`config.mk`:
```
export PLATFORM = sky130hd
export DESIGN_NAME = amp_monitor
export DESIGN_NICKNAME = d
export VERILOG_FILES = /design/src/rtl/amp_monitor.sv
export SDC_FILE = /design/constraint.sdc
export NUM_CORES = 1
export LEC_CHECK = 0
export BUFFER_PORTS_ARGS = -buffer_cell sky130_fd_sc_hd__buf_2
export CAP_MARGIN = 30
export CORE_UTILIZATION = 50
export DETAILED_ROUTE_END_ITERATION = 10
export MAX_ROUTING_LAYER = met4
export PLACE_DENSITY = 0.67
export SLEW_MARGIN = 20
export SYNTH_ARGS = -nofsm -noshare
export SYNTH_HDL_FRONTEND = slang
export SYNTH_SLANG_ARGS = --single-unit
```
`constraint.sdc`:
```
create_clock -name clk -period 1.6 [get_ports clk]
set_input_delay 0.08 -clock clk [delete_from_list [all_inputs] [get_ports clk]]
set_output_delay 0.08 -clock clk [all_outputs]
set_load 0.01 [all_outputs]
```
`src/rtl/amp_monitor.sv`:
```
module amp_monitor #(
  parameter int W = 12
) (
  input  logic                clk,
  input  logic                rst_n,
  input  logic                smp_vld,
  input  logic signed [W-1:0] sin_in,
  input  logic signed [W-1:0] cos_in,
  input  logic                mode_sel,
  input  logic [1:0]          lvl_code,
  output logic                amp_fault
);
  localparam int  MW  = W - 1;
  localparam int  SQW = 2 * MW + 1;
  localparam longint FS = (longint'(1) << MW) - 1;

  localparam logic [MW-1:0] PK0 = MW'(FS * 60 / 100);
  localparam logic [MW-1:0] PK1 = MW'(FS * 64 / 100);
  localparam logic [MW-1:0] PK2 = MW'(FS * 68 / 100);
  localparam logic [MW-1:0] PK3 = MW'(FS * 72 / 100);

  localparam longint LO0 = FS * 20 / 100;
  localparam longint LO1 = FS * 30 / 100;
  localparam longint LO2 = FS * 40 / 100;
  localparam longint LO3 = FS * 50 / 100;
  localparam longint HI  = FS * 90 / 100;

  localparam logic [SQW-1:0] LO0_SQ = SQW'(LO0 * LO0);
  localparam logic [SQW-1:0] LO1_SQ = SQW'(LO1 * LO1);
  localparam logic [SQW-1:0] LO2_SQ = SQW'(LO2 * LO2);
  localparam logic [SQW-1:0] LO3_SQ = SQW'(LO3 * LO3);
  localparam logic [SQW-1:0] HI_SQ  = SQW'(HI * HI);

  localparam logic [W-1:0]  MOST_NEG = {1'b1, {MW{1'b0}}};
  localparam logic [MW-1:0] MAG_MAX  = {MW{1'b1}};

  logic [W-1:0]   s_neg, c_neg;
  logic [MW-1:0]  s_mag, c_mag, pk_mag, pk_thr;
  logic [SQW-1:0] energy, lo_sq;
  logic           pk_fault, win_fault;

  assign s_neg = -sin_in;
  assign c_neg = -cos_in;

  assign s_mag = !sin_in[W-1] ? sin_in[MW-1:0] :
                 (sin_in == MOST_NEG) ? MAG_MAX : s_neg[MW-1:0];
  assign c_mag = !cos_in[W-1] ? cos_in[MW-1:0] :
                 (cos_in == MOST_NEG) ? MAG_MAX : c_neg[MW-1:0];

  assign pk_mag = (s_mag > c_mag) ? s_mag : c_mag;

  always_comb begin
    unique case (lvl_code)
      2'd0: pk_thr = PK0;
      2'd1: pk_thr = PK1;
      2'd2: pk_thr = PK2;
      default: pk_thr = PK3;
    endcase
  end

  always_comb begin
    unique case (lvl_code)
      2'd0: lo_sq = LO0_SQ;
      2'd1: lo_sq = LO1_SQ;
      2'd2: lo_sq = LO2_SQ;
      default: lo_sq = LO3_SQ;
    endcase
  end

  assign energy = SQW'(s_mag * s_mag) + SQW'(c_mag * c_mag);

  assign pk_fault  = pk_mag < pk_thr;
  assign win_fault = (energy < lo_sq) || (energy > HI_SQ);

  always_ff @(posedge clk or negedge rst_n) begin
    if (!rst_n)
      amp_fault <= 1'b0;
    else if (smp_vld)
      amp_fault <= mode_sel ? win_fault : pk_fault;
  end
endmodule

```
==> run_results.csv <==
group,metric,value,unit
die,start_util,51.46,%
critical_path,cp_slowest_stage_delay,0.59,ns
critical_path,path_max_fanout,5,
detailed_routing,viasPerCell,4.992,
timing,period_share,515.2,%
job,maxCapViolCount,0,
die,die_h,133.1,microns
critical_path,r2r-start,"amp_fault",
timing,max_slew_margin,69.25,%
place,post-place-ws,-6.869,ns
synthesis,synth_area,8594,sq um
die,dieArea,17720,sq um
critical_path,path_common_cell,"fa_1",
critical_path,reg2reg_to,"amp_fault",
detailed_routing,dr.pass1.iters,5,
critical_path,critical_path_buf_inv_count,7,
global_route,grt_pass1_wl,38890,microns
timing,clock_skew,0,ns
synthesis,syn_nets,1367,
die,num_rows,47,
timing,worst_slew_pin_slew,0.4586,ns
detailed_routing,wl,22760,microns
place,post-dp-hpwl,20830,microns
critical_path,cpLargestDelayFamily,"adder cells",
detailed_routing,antenna_left,0,
synthesis,async_flop_share,100.0,%
synthesis,yosysUniqueCellTypes,63,
timing,rsz0062_at_grt,"yes",
detailed_routing,vias,7538,
synthesis,ys_seq_area_share,0.2912,%
synthesis,synth_cells,1031,
die,die_x,133.1,microns
synthesis,synth_most_common_cell,"inv_1",
detailed_routing,wl_per_cell,15.07,microns
critical_path,critPathLaunchType,"input pin",
global_route,track_usage,28.77,%
timing,setup_violations,1,
critical_path,crit_arrival,8.18,ns
synthesis,synth_area_leaders,"fa_1 (38%), ha_1 (21%), inv_1 (13%), nor2_1 (4.4%), nand2_1 (3.7%)",
synthesis,synth_top_area_share,38.43,%
status,violations,"setup timing",
global_route,antenna_found_initial,0,
finish,largestRegisters,"amp_fault (1)",
timing,worst_slack,-6.643,ns
die,ioPinCount,31,
status,outcome,"finished with violations",
global_route,grt_max_degree,14,
global_route,grt_pass1_vias,8096,
synthesis,yosysTopAreaCell,"fa_1",
critical_path,slowest_stage,"or4_4",
hold_path,holdCritPathClass,"input pin to async pin",
finish,largest_reg_flops,1,
timing,final_hold_viol_count,0,
finish,top_register,"amp_fault",
synthesis,yosys-top-cells-count,"inv_1 (296), fa_1 (165), ha_1 (141), nor2_1 (101), nand2_1 (84)",
clock_tree,clk_latency,0,ns
place,portBuffers,30,
timing,clock.fmax,121.3,MHz
finish,drive_above_1_share,29.15,%
critical_path,r2r_slack,-0.10,ns
critical_path,cp.required,1.53,ns
critical_path,setup.worst_path.end_class,"flip-flop",
timing,maxSlewViolCount,0,
synthesis,yosysWarnings,0,
clock_tree,clk_pin_slew,0,ns
finish,antennaDiodeCount,0,
finish,layout.nets,1628,
timing,min_period,8.243,ns
synthesis,ys.flop_type,"dfrtp_1",
detailed_routing,dr.first_iter.drc_count,308,
synthesis,yosys_register_bits,1,
global_route,overflow,0,
synthesis,synth_edf_count,0,
die,coreArea,16700,sq um
critical_path,reg2reg_depth,4,
detailed_routing,drc_errors,0,
synthesis,postSynthAreaPerCell,8.336,sq um
finish,syn_to_final_growth,32.87,%
place,place_congestion,0.9578,
critical_path,worstSetupPathType,"input pin to flip-flop",
## worst register-to-register path, delay by kind of cell (launching register included)
| family | cells | cell delay [ns] |
|---|---|---|
| AND/OR/NAND/NOR | 1 | 0.11 |
| AO/OA/AOI/OAI | 3 | 1.07 |
| flip-flops | 1 | 0.40 |
## routing by layer
| metal | GRT usage (%) | up-vias | part of all wire [%] |
|---|---|---|---|
| li1 | - | 3689 | - |
| met1 | 35.93 | 3638 | 43 |
| met2 | 49.85 | 164 | 50 |
| met3 | 2.740 | 47 | 4.4 |
| met4 | 7.955 | 0 | 3.6 |
| met5 | - | - | 0 |
## placed cells by master, fill, tap and decap left out, types with 10 or more instances in the layout
master and n:
nand2_1 72, o21ai_0 12, fa_1 160, inv_1 283, ha_1 130, a21o_1 12
nor2_1 83, nor2b_1 10, buf_4 235, buf_2 29, a21oi_1 23, xor2_1 22
nor2_2 10, xnor2_1 18
## cells by family after synthesis
logic type / count (synthesis) / share of synthesized area [%]
AO/OA/AOI/OAI: 115 / 9.347
AND/OR/NAND/NOR: 251 / 13.19
flip-flops: 1 / 0.2911
adder cells (fa/ha/maj): 306 / 58.96
buffers and inverters: 315 / 13.82
multiplexers: 1 / 0.1165
XOR/XNOR: 42 / 4.280
## worst max-delay path by stage
stage                          from        end  slack (ns)  cells past startpoint
after floorplan           cos_in[0]  amp_fault       -6.22                     36
after global routing      cos_in[0]  amp_fault       -7.05                     38
after CTS                 cos_in[0]  amp_fault       -6.64                     36
after detailed placement  cos_in[0]  amp_fault       -6.87                     37
final                     cos_in[4]  amp_fault       -6.64                     34
after global placement    cos_in[0]  amp_fault       -6.77                     35
## timing repair
action                                  CTS  global route
endpoints found under the setup margin    1             1
hold endpoints to repair                  1             0
pin swaps                                21             7
buffers inserted                          1             3
gates resized for setup                  28            13
hold buffers                              1             0
## through the flow
stage	hold slack (ns)	util (%)	instance area (sq um)	setup TNS, ns	instances
6_report	0.3926	68.38	11420	-6.643	1510
5_1_grt	0.4018	68.38	11420	-7.048	1510
4_1_cts	0.4124	67.96	11350	-6.637	1507
3_5_place_dp	-0.1382	67.13	11210	-6.869	1505
3_3_place_gp	-0.1411	67.13	11210	-6.773	1505
2_1_floorplan	-0.2156	-	9075	-6.223	1031
## area by class of cell
| class | count | area (sq um) |
|---|---|---|
| fill | 1362 | 5281 |
| inverter | 305 | 1216 |
| timing repair buffer | 269 | 1991 |
| tap | 220 | 275.3 |
| sequential | 1 | 25.02 |
| multi-input combinational | 715 | 7913 |
Power is not shown: default switching activity piles up to over one toggle a cycle in this logic, so the estimate is an artifact.
